## src/rtl/mseq_pkg.sv

```systemverilog
package mseq_pkg;
  localparam int FIELD_W  = 4;
  localparam int N_FIELDS = 1 << FIELD_W;

  // control operation codes carried in instruction bits [5:2]
  typedef enum logic [FIELD_W-1:0] {
    OP_IOB0  = 4'd0,  OP_IOB1 = 4'd1,  OP_IOB2 = 4'd2,  OP_IOB3  = 4'd3,
    OP_IOB4  = 4'd4,  OP_IOB5 = 4'd5,  OP_IOB6 = 4'd6,  OP_UNIT  = 4'd7,
    OP_HEAD  = 4'd8,  OP_BAR  = 4'd9,  OP_WBUF = 4'd10, OP_CRC   = 4'd11,
    OP_JK    = 4'd12, OP_CNT  = 4'd13, OP_SHFT = 4'd14, OP_NONE  = 4'd15
  } ctl_op_e;

  // branch tests carried in the same field
  typedef enum logic [FIELD_W-1:0] {
    TST_IOB3   = 4'd1,
    TST_SR_MSB = 4'd4,
    TST_CNT_FL = 4'd5,
    TST_CRC_LS = 4'd6,
    TST_SEP_EQ = 4'd11,
    TST_BAR_FL = 4'd12,
    TST_FLAG   = 4'd15
  } tst_e;

  // J-K next state: J sets a clear flag, K clears a set flag
  function automatic logic jk_next(input logic q, input logic j, input logic k);
    return (j & ~q) | (~k & q);
  endfunction
endpackage

```

## src/rtl/mseq_decode.sv

```systemverilog
module mseq_decode
  import mseq_pkg::*;
#(
  parameter int IOB_N = 7
) (
  input  logic                 exec_i,
  input  logic                 ctrl_i,
  input  logic [7:0]           instr_i,
  output logic [FIELD_W-1:0]   field_o,
  output logic                 d1_o,
  output logic                 d0_o,
  output logic [N_FIELDS-1:0]  op_hit_o,
  output logic [IOB_N-1:0]     wr_iob_o,
  output logic                 wr_unit_o,
  output logic                 wr_head_o,
  output logic                 wr_bar_o,
  output logic                 wr_wbuf_o,
  output logic                 wr_crc_o,
  output logic                 wr_jk_o,
  output logic                 wr_cnt_o,
  output logic                 wr_sr_o
);
  localparam int IOB_MAX = int'(OP_UNIT);

  logic fire;

  initial begin
    if (IOB_N < 4 || IOB_N > IOB_MAX)
      $error("IOB_N must lie between 4 and %0d", IOB_MAX);
  end

  assign field_o = instr_i[5:2];
  assign d1_o    = instr_i[1];
  assign d0_o    = instr_i[0];
  assign fire    = exec_i & ctrl_i;

  always_comb begin
    op_hit_o = '0;
    if (fire) op_hit_o[field_o] = 1'b1;
  end

  for (genvar g = 0; g < IOB_N; g++) begin : g_iob_wr
    assign wr_iob_o[g] = op_hit_o[g];
  end

  assign wr_unit_o = op_hit_o[OP_UNIT];
  assign wr_head_o = op_hit_o[OP_HEAD];
  assign wr_bar_o  = op_hit_o[OP_BAR];
  assign wr_wbuf_o = op_hit_o[OP_WBUF];
  assign wr_crc_o  = op_hit_o[OP_CRC];
  assign wr_jk_o   = op_hit_o[OP_JK];
  assign wr_cnt_o  = op_hit_o[OP_CNT];
  assign wr_sr_o   = op_hit_o[OP_SHFT];
endmodule

```

## src/rtl/mseq_state_regs.sv

```systemverilog
module mseq_state_regs
  import mseq_pkg::*;
#(
  parameter int IOB_N = 7,
  parameter int BAR_W = 12,
  parameter int CRC_W = 16,
  parameter int CNT_W = 8,
  parameter int SR_W  = 8
) (
  input  logic             clk,
  input  logic             rst_n,
  input  logic             d1_i,
  input  logic             d0_i,
  input  logic [IOB_N-1:0] wr_iob_i,
  input  logic             wr_unit_i,
  input  logic             wr_head_i,
  input  logic             wr_bar_i,
  input  logic             wr_wbuf_i,
  input  logic             wr_crc_i,
  input  logic             wr_jk_i,
  input  logic             wr_cnt_i,
  input  logic             wr_sr_i,
  output logic [IOB_N-1:0] iob_o,
  output logic             unit_o,
  output logic             head_o,
  output logic             wbuf_o,
  output logic             jk_o,
  output logic [BAR_W-1:0] bar_o,
  output logic [CRC_W-1:0] crc_o,
  output logic [CNT_W-1:0] cnt_o,
  output logic [SR_W-1:0]  sr_o
);
  // load value for the "other end" of the buffer: top two bits set
  localparam logic [BAR_W-1:0] BAR_HIGH = BAR_W'(3) << (BAR_W - 2);

  function automatic logic [BAR_W-1:0] bar_next(input logic [BAR_W-1:0] cur,
                                                input logic up, input logic zero);
    if (up)        return cur + 1'b1;
    else if (zero) return '0;
    else           return BAR_HIGH;
  endfunction

  function automatic logic [CRC_W-1:0] crc_next(input logic [CRC_W-1:0] cur,
                                                input logic b1, input logic b0);
    if (b1 && b0)  return '1;
    else if (b1)   return cur >> 1;
    else           return cur;
  endfunction

  function automatic logic [CNT_W-1:0] cnt_next(input logic [CNT_W-1:0] cur,
                                                input logic up, input logic clr);
    if (clr)       return '0;
    else if (up)   return cur + 1'b1;
    else           return cur;
  endfunction

  function automatic logic [SR_W-1:0] sr_next(input logic [SR_W-1:0] cur,
                                              input logic din);
    return {cur[SR_W-2:0], din};
  endfunction

  for (genvar g = 0; g < IOB_N; g++) begin : g_iob_ff
    always_ff @(posedge clk) begin
      if (!rst_n)          iob_o[g] <= 1'b0;
      else if (wr_iob_i[g]) iob_o[g] <= d1_i;
    end
  end

  always_ff @(posedge clk) begin
    if (!rst_n) begin
      unit_o <= 1'b0;
      head_o <= 1'b0;
      wbuf_o <= 1'b0;
      jk_o   <= 1'b0;
    end else begin
      if (wr_unit_i) unit_o <= d1_i;
      if (wr_head_i) head_o <= d1_i;
      if (wr_wbuf_i) wbuf_o <= d0_i;
      if (wr_jk_i)   jk_o   <= jk_next(jk_o, d1_i, d0_i);
    end
  end

  always_ff @(posedge clk) begin
    if (!rst_n) begin
      bar_o <= '0;
      crc_o <= '0;
      cnt_o <= '0;
      sr_o  <= '0;
    end else begin
      if (wr_bar_i) bar_o <= bar_next(bar_o, d1_i, d0_i);
      if (wr_crc_i) crc_o <= crc_next(crc_o, d1_i, d0_i);
      if (wr_cnt_i) cnt_o <= cnt_next(cnt_o, d1_i, d0_i);
      if (wr_sr_i)  sr_o  <= sr_next(sr_o, d1_i);
    end
  end
endmodule

```

## src/rtl/mseq_cond_mux.sv

```systemverilog
module mseq_cond_mux
  import mseq_pkg::*;
#(
  parameter int IOB_N = 7,
  parameter int BAR_W = 12,
  parameter int CRC_W = 16,
  parameter int CNT_W = 8,
  parameter int SR_W  = 8
) (
  input  logic [FIELD_W-1:0]  field_i,
  input  logic [IOB_N-1:0]    iob_i,
  input  logic                jk_i,
  input  logic [BAR_W-1:0]    bar_i,
  input  logic [CRC_W-1:0]    crc_i,
  input  logic [CNT_W-1:0]    cnt_i,
  input  logic [SR_W-1:0]     sr_i,
  input  logic                sep_i,
  output logic [N_FIELDS-1:0] src_o,
  output logic                cond_o
);
  localparam int IOB_TEST_BIT = 3;

  logic sr_msb;
  assign sr_msb = sr_i[SR_W-1];

  always_comb begin
    src_o             = '0;
    src_o[TST_IOB3]   = iob_i[IOB_TEST_BIT];
    src_o[TST_SR_MSB] = sr_msb;
    src_o[TST_CNT_FL] = &cnt_i;
    src_o[TST_CRC_LS] = crc_i[0];
    src_o[TST_SEP_EQ] = (sr_msb == sep_i);
    src_o[TST_BAR_FL] = &bar_i;
    src_o[TST_FLAG]   = jk_i;
  end

  assign cond_o = src_o[field_i];
endmodule

```

## src/rtl/mseq_ctrl_unit.sv

```systemverilog
module mseq_ctrl_unit
  import mseq_pkg::*;
#(
  parameter int IOB_N = 7,
  parameter int BAR_W = 12,
  parameter int CRC_W = 16,
  parameter int CNT_W = 8,
  parameter int SR_W  = 8
) (
  input  logic             clk,
  input  logic             rst_n,
  input  logic             exec_i,
  input  logic             ctrl_i,
  input  logic [7:0]       instr_i,
  input  logic             sep_data_i,
  output logic             cond_o,
  output logic [IOB_N-1:0] iob_o,
  output logic             unit_sel_o,
  output logic             head_load_o,
  output logic             wbuf_o,
  output logic             jk_flag_o,
  output logic [BAR_W-1:0] bar_o,
  output logic [CRC_W-1:0] crc_o,
  output logic [CNT_W-1:0] cnt_o,
  output logic [SR_W-1:0]  sr_o
);
  logic [FIELD_W-1:0]  field;
  logic                d1, d0;
  logic [N_FIELDS-1:0] op_hit;
  logic [N_FIELDS-1:0] cond_src;
  logic [IOB_N-1:0]    wr_iob;
  logic wr_unit, wr_head, wr_bar, wr_wbuf, wr_crc, wr_jk, wr_cnt, wr_sr;

  mseq_decode #(.IOB_N(IOB_N)) u_dec (
    .exec_i   (exec_i),
    .ctrl_i   (ctrl_i),
    .instr_i  (instr_i),
    .field_o  (field),
    .d1_o     (d1),
    .d0_o     (d0),
    .op_hit_o (op_hit),
    .wr_iob_o (wr_iob),
    .wr_unit_o(wr_unit),
    .wr_head_o(wr_head),
    .wr_bar_o (wr_bar),
    .wr_wbuf_o(wr_wbuf),
    .wr_crc_o (wr_crc),
    .wr_jk_o  (wr_jk),
    .wr_cnt_o (wr_cnt),
    .wr_sr_o  (wr_sr)
  );

  mseq_state_regs #(
    .IOB_N(IOB_N), .BAR_W(BAR_W), .CRC_W(CRC_W), .CNT_W(CNT_W), .SR_W(SR_W)
  ) u_regs (
    .clk      (clk),
    .rst_n    (rst_n),
    .d1_i     (d1),
    .d0_i     (d0),
    .wr_iob_i (wr_iob),
    .wr_unit_i(wr_unit),
    .wr_head_i(wr_head),
    .wr_bar_i (wr_bar),
    .wr_wbuf_i(wr_wbuf),
    .wr_crc_i (wr_crc),
    .wr_jk_i  (wr_jk),
    .wr_cnt_i (wr_cnt),
    .wr_sr_i  (wr_sr),
    .iob_o    (iob_o),
    .unit_o   (unit_sel_o),
    .head_o   (head_load_o),
    .wbuf_o   (wbuf_o),
    .jk_o     (jk_flag_o),
    .bar_o    (bar_o),
    .crc_o    (crc_o),
    .cnt_o    (cnt_o),
    .sr_o     (sr_o)
  );

  mseq_cond_mux #(
    .IOB_N(IOB_N), .BAR_W(BAR_W), .CRC_W(CRC_W), .CNT_W(CNT_W), .SR_W(SR_W)
  ) u_cond (
    .field_i(field),
    .iob_i  (iob_o),
    .jk_i   (jk_flag_o),
    .bar_i  (bar_o),
    .crc_i  (crc_o),
    .cnt_i  (cnt_o),
    .sr_i   (sr_o),
    .sep_i  (sep_data_i),
    .src_o  (cond_src),
    .cond_o (cond_o)
  );
endmodule

```

## config.mk

```make
export PLATFORM = sky130hd
export DESIGN_NAME = mseq_ctrl_unit
export DESIGN_NICKNAME = d
export VERILOG_FILES = /design/src/rtl/mseq_pkg.sv /design/src/rtl/mseq_decode.sv /design/src/rtl/mseq_state_regs.sv /design/src/rtl/mseq_cond_mux.sv /design/src/rtl/mseq_ctrl_unit.sv
export SDC_FILE = /design/constraint.sdc
export NUM_CORES = 1
export LEC_CHECK = 0
export BUFFER_PORTS_ARGS = -buffer_cell sky130_fd_sc_hd__buf_4
export CORE_ASPECT_RATIO = 0.6
export CORE_UTILIZATION = 35
export DETAILED_ROUTE_END_ITERATION = 8
export GPL_TIMING_DRIVEN = 1
export HOLD_SLACK_MARGIN = 0.03
export SETUP_SLACK_MARGIN = 0.2
export SLEW_MARGIN = 20
export SYNTH_ARGS = -nofsm -noshare
export SYNTH_HDL_FRONTEND = slang
export SYNTH_SLANG_ARGS = --single-unit
export TNS_END_PERCENT = 5
```

## constraint.sdc

```tcl
create_clock -name clk -period 4.9 [get_ports clk]
set_clock_uncertainty 0.1 [all_clocks]
set_input_delay 0.98 -clock clk [delete_from_list [all_inputs] [get_ports clk]]
set_output_delay 0.98 -clock clk [all_outputs]
set_load 0.03 [all_outputs]
```

# == Word-level counts from Yosys, hierarchy flattened ==
# Index checks and enable logic that the tools add are counted.
# op_classes
addsub,2
order_cmp,2
n_eq_ne,1
n_mux,11
bitwise,6
reduce_logical,8
# ops
op,n
$mux 16,2
$mux 12,2
$mux 8,2
$mux 15,1
$add 12x1->12 const B,1
$reduce_and 12->1,1
$add 8x1->8 const B,1
$reduce_and 8->1,1
$lt 4x5->1 const B,1
$bmux 1 s4,1
$demux 1 s4,1
$ge 4x1->1 const B,1
$reduce_and 2->1,2
$reduce_bool 2->1,2
$and 1x1->1,3
$logic_and 1x1->1,2
$mux 1,2
$not 1->1,2
$eq 1x1->1,1
$or 1x1->1,1
# word_totals
reg_bits,55
in_bits,13
out_inout_bits,56
word_cells,45

# == Logic depth before layout (Yosys ltp) ==
# depth
depth_word,6
mapped_depth,6
mapped_depth_nobuf,5

# == By module ==
# Synthesis repeated with hierarchy kept, for this count alone.
# hier_totals
cells_unflattened,325
area_unflattened_um2,2736.4
# modules_own_cells
mod,instances,cells_each,area_per_inst_um2,seq_area_each_um2
mseq_state_regs,1,248,2232.1,1101.1
mseq_decode,1,44,274.0,0.0
mseq_cond_mux,1,33,230.2,0.0

# == Worst setup path before layout ==
# No wires, ideal clock.
# synth_path
kind,in2out
from,input port instr_i[3]
to,output port cond_o
arrival_ns,1.938
t_required_ns,3.820
setup_slack_ns,1.882
path_stages,5
n_path_buf,1
cell_sequence,buf_6 -> mux2i_1 -> o31ai_1 -> o2bb2ai_1 -> or3_1
# synth_between
elab_chain_cells,2
# synth_rtl
element,line_no,source
"start, declared",mseq_ctrl_unit.sv:14,"input logic [7:0] instr_i,"
$bmux 1 s4,mseq_cond_mux.sv:37,assign cond_o = src_o[field_i];
$mux 1 (not written as such),mseq_cond_mux.sv:37,
"end, declared",mseq_ctrl_unit.sv:16,"output logic cond_o,"
# No other way between the ends. The select of a mux whose other input is x is not followed.

# == Worst setup path after layout ==
# layout_path
from,input port instr_i[5]
to,output port cond_o
# Same word-level chain as after synthesis.

==> flow_summary.json <==
{
  "die_h_um": 68.3,
  "finish.utilization_pct": 47.5,
  "critPathMaxFanout": 14,
  "grt-ovfl-total": 0,
  "hold_depth": 2,
  "grt_use_met3_pct": 5.49,
  "clk_transition_reported_paths_ns": 0.07,
  "cts_buffers": 5,
  "rr_startpoint": "u_regs.bar_o[3]",
  "ys.warnings.count": 0,
  "antenna_found_initial": 0,
  "grt_pass1_wl_um": 9400,
  "ir_drop_uv": 140,
  "vias": 2247,
  "async_reset_ff_share_pct": 0,
  "grt.total_usage_pct": 15.8,
  "area_growth_pct": 27.4,
  "mostFrequentLayoutCells": "67 x buf_4, 55 x dfxtp_1, 38 x nand2_1",
  "synth_area_leaders": "dfxtp_1 43%, o211a_1 5.9%, nand2_1 5.6%, nor2_1 4.8%, mux2i_1 4.7%",
  "synthCells": 292,
  "fmax_ghz": 0.307,
  "h-tree-depth": 2,
  "drc": 0,
  "nFillCells": 685,
  "cp.depth": 5,
  "setup_slack_ns": 1.65,
  "worst_path_largest_cell_delay_ns": 0.43,
  "yosysTopAreaCell": "dfxtp_1",
  "final_common_cell": "buf_4",
  "slew_viol_final": 0,
  "drive_gt1_share_pct": 23.1,
  "path_common_cell": "buf_4",
  "antenna_cells": 0,
  "crit_buf_inv": 2,
  "powerDensity_nw_per_um2": 282,
  "postSynthAreaPerCell_um2": 8.78,
  "ctsResizeCount": 0,
  "finalCritPeriodShare_pct": 66.4,
  "hold_path_class": "register to register",
  "min_period_ns": 3.25,
  "crit_family": "simple AND/OR/NAND/NOR gates",
  "grt_pass1_vias": 1841,
  "synth_nets": 307,
  "portBuffers": 66,
  "cts_setup_buffers": 0,
  "cts_hold_buf": 0,
  "timing.critical_path.from": "instr_i[5]",
  "finalNetCount": 364,
  "routed_wl_um": 6210,
  "synth_top_area_share_pct": 43.0,
  "row_count": 23,
  "firstDrtPassIters": 4,
  "cts_num_sinks": 55,
  "grt_max_degree": 42,
  "core_um2": 6880,
  "cp-end-kind": "primary output",
  "gp_congestion": 0.813,
  "synth_ff_type": "dfxtp_1",
  "grtUsageMet2_pct": 21.3,
  "hpwl_um": 4400,
  "r2r-end": "u_regs.bar_o[9]",
  "synth_area_um2": 2560,
  "start_kind": "input pin",
  "p_leak_uw": 0.00141,
  "synth-edff-count": 0,
  "cts_tree": "done",
  "crit_type": "input pin to primary output",
  "dp.cells": 429,
  "io_pins": 69,
  "ff2ff_path_depth": 4,
  "finalHoldViolCount": 0,
  "setup_tns_ns": 0,
  "status": "complete, no violations",
  "rrSetupSlack_ns": 3.11,
  "drt_iter0_markers": 144,
  "rsz0062_at_grt": "no",
  "critPathArrivalTime_ns": 2.17,
  "crit_required_ns": 3.82,
  "cp_slowest_cell": "nor4_1",
  "ys_seq_elements": 55,
  "endpoint": "cond_o",
  "dp_slack_ns": 1.63,
  "clk_latency_ns": 0.29,
  "die_area_um2": 7680,
  "met1_usage_pct": 23.7,
  "crit_chain": "buf_4 > nand2b_1 > nor4_1 > or3_1 > buf_4",
  "wl_per_cell_um": 14.2,
  "cts_buffer_depth": 2,
  "worstMarginPinSlew_ns": 0.717,
  "fp.dieW_um": 112,
  "cts-root-buf": "clkbuf_16",
  "maxCapViolations": 0,
  "maxSlewHeadroom_pct": 52.0,
  "yosysSeqAreaShare_pct": 43.0,
  "yosysUniqueCellTypes": 45,
  "start_util_pct": 37.3,
  "setup_viol": 0,
  "instances_no_fill": 437,
  "grt-busiest-layer": "met1",
  "viasPerCell": 5.14,
  "drtAntennaViolNets": 0
}
## metrics by stage
step / hold slack, ns / power [uW] / instance area [um2]
after global routing: 0.412 / 956 / 3270
final: 0.381 / 919 / 3270
after detailed placement: 0.366 / 515 / 3090
after CTS: 0.385 / 932 / 3270
after global placement: 0.362 / 515 / 3090
after floorplan: 0.485 / 497 / 2560
## Yosys cell counts, types with 7 or more instances
library cell / count
a21boi_0: 8
buf_2: 7
clkbuf_1: 7
dfxtp_1: 55
mux2i_1: 12
nand2_1: 38
nand3_1: 14
nor2_1: 33
nor2b_1: 12
nor4_1: 7
o211a_1: 15
o21ai_0: 8
xnor2_1: 12
## worst register-to-register path: cells and delay by family (launching register included)
family / cells / cell delay, ns
and+or+nand+nor: 3 / 1.08
DFF: 1 / 0.41
AOI/OAI and AO/OA: 1 / 0.14
## power by group
group,total [uW],switching [uW],leakage [uW],internal [uW]
Sequential,450,1.61,0.000443,449
Combinational,54.6,36.3,0.000878,18.2
Clock,414,160,0.0000868,254
## kinds of logic after synthesis
logic type,Yosys count,share of synthesized area (%)
AND/OR/NAND/NOR,140,27.8
flip-flops,55,43.0
AO/OA/AOI/OAI,49,14.9
buffers and inverters,20,3.86
XOR/XNOR,14,4.79
multiplexers,12,4.69
adder cells (fa/ha/maj),2,0.976
## state kept, by name (all words and copies together) (netlist names)
| name | count |
|---|---|
| u_regs.wbuf_o | 1 |
| u_regs.sr_o | 8 |
| u_regs.cnt_o | 8 |
| u_regs.unit_o | 1 |
| u_regs.head_o | 1 |
| u_regs.crc_o | 16 |
| u_regs.jk_o | 1 |
| u_regs.bar_o | 12 |
| u_regs.iob_o | 7 |
## routing by layer
layer / part of all wire [%] / up-vias
li1: - / 1151
met1: 54 / 1051
met2: 40 / 43
met3: 5.7 / 2
met4: 0.39 / 0
met5: 0 / -
## worst min-delay path by stage
stage                          startpoint              end  slack, ns
after floorplan           u_regs.iob_o[1]  u_regs.iob_o[1]       0.48
after global placement    u_regs.iob_o[0]  u_regs.iob_o[0]       0.36
after detailed placement  u_regs.iob_o[0]  u_regs.iob_o[0]       0.37
after CTS                 u_regs.iob_o[0]  u_regs.iob_o[0]       0.38
after global routing        u_regs.wbuf_o    u_regs.wbuf_o       0.41
final                     u_regs.iob_o[0]  u_regs.iob_o[0]       0.38
## layout make-up
type | count | area [um2] | area share (%)
Multi-Input combinational cell | 217 | 1370 | 41.9
Sequential cell | 55 | 1100 | 33.7
Timing Repair Buffer | 67 | 503 | 15.4
Clock buffer | 6 | 139 | 4.25
Tap cell | 87 | 109 | 3.33
Clock inverter | 2 | 35.0 | 1.07
Inverter | 3 | 11.3 | 0.345
Power figures use the tool's default switching activity.
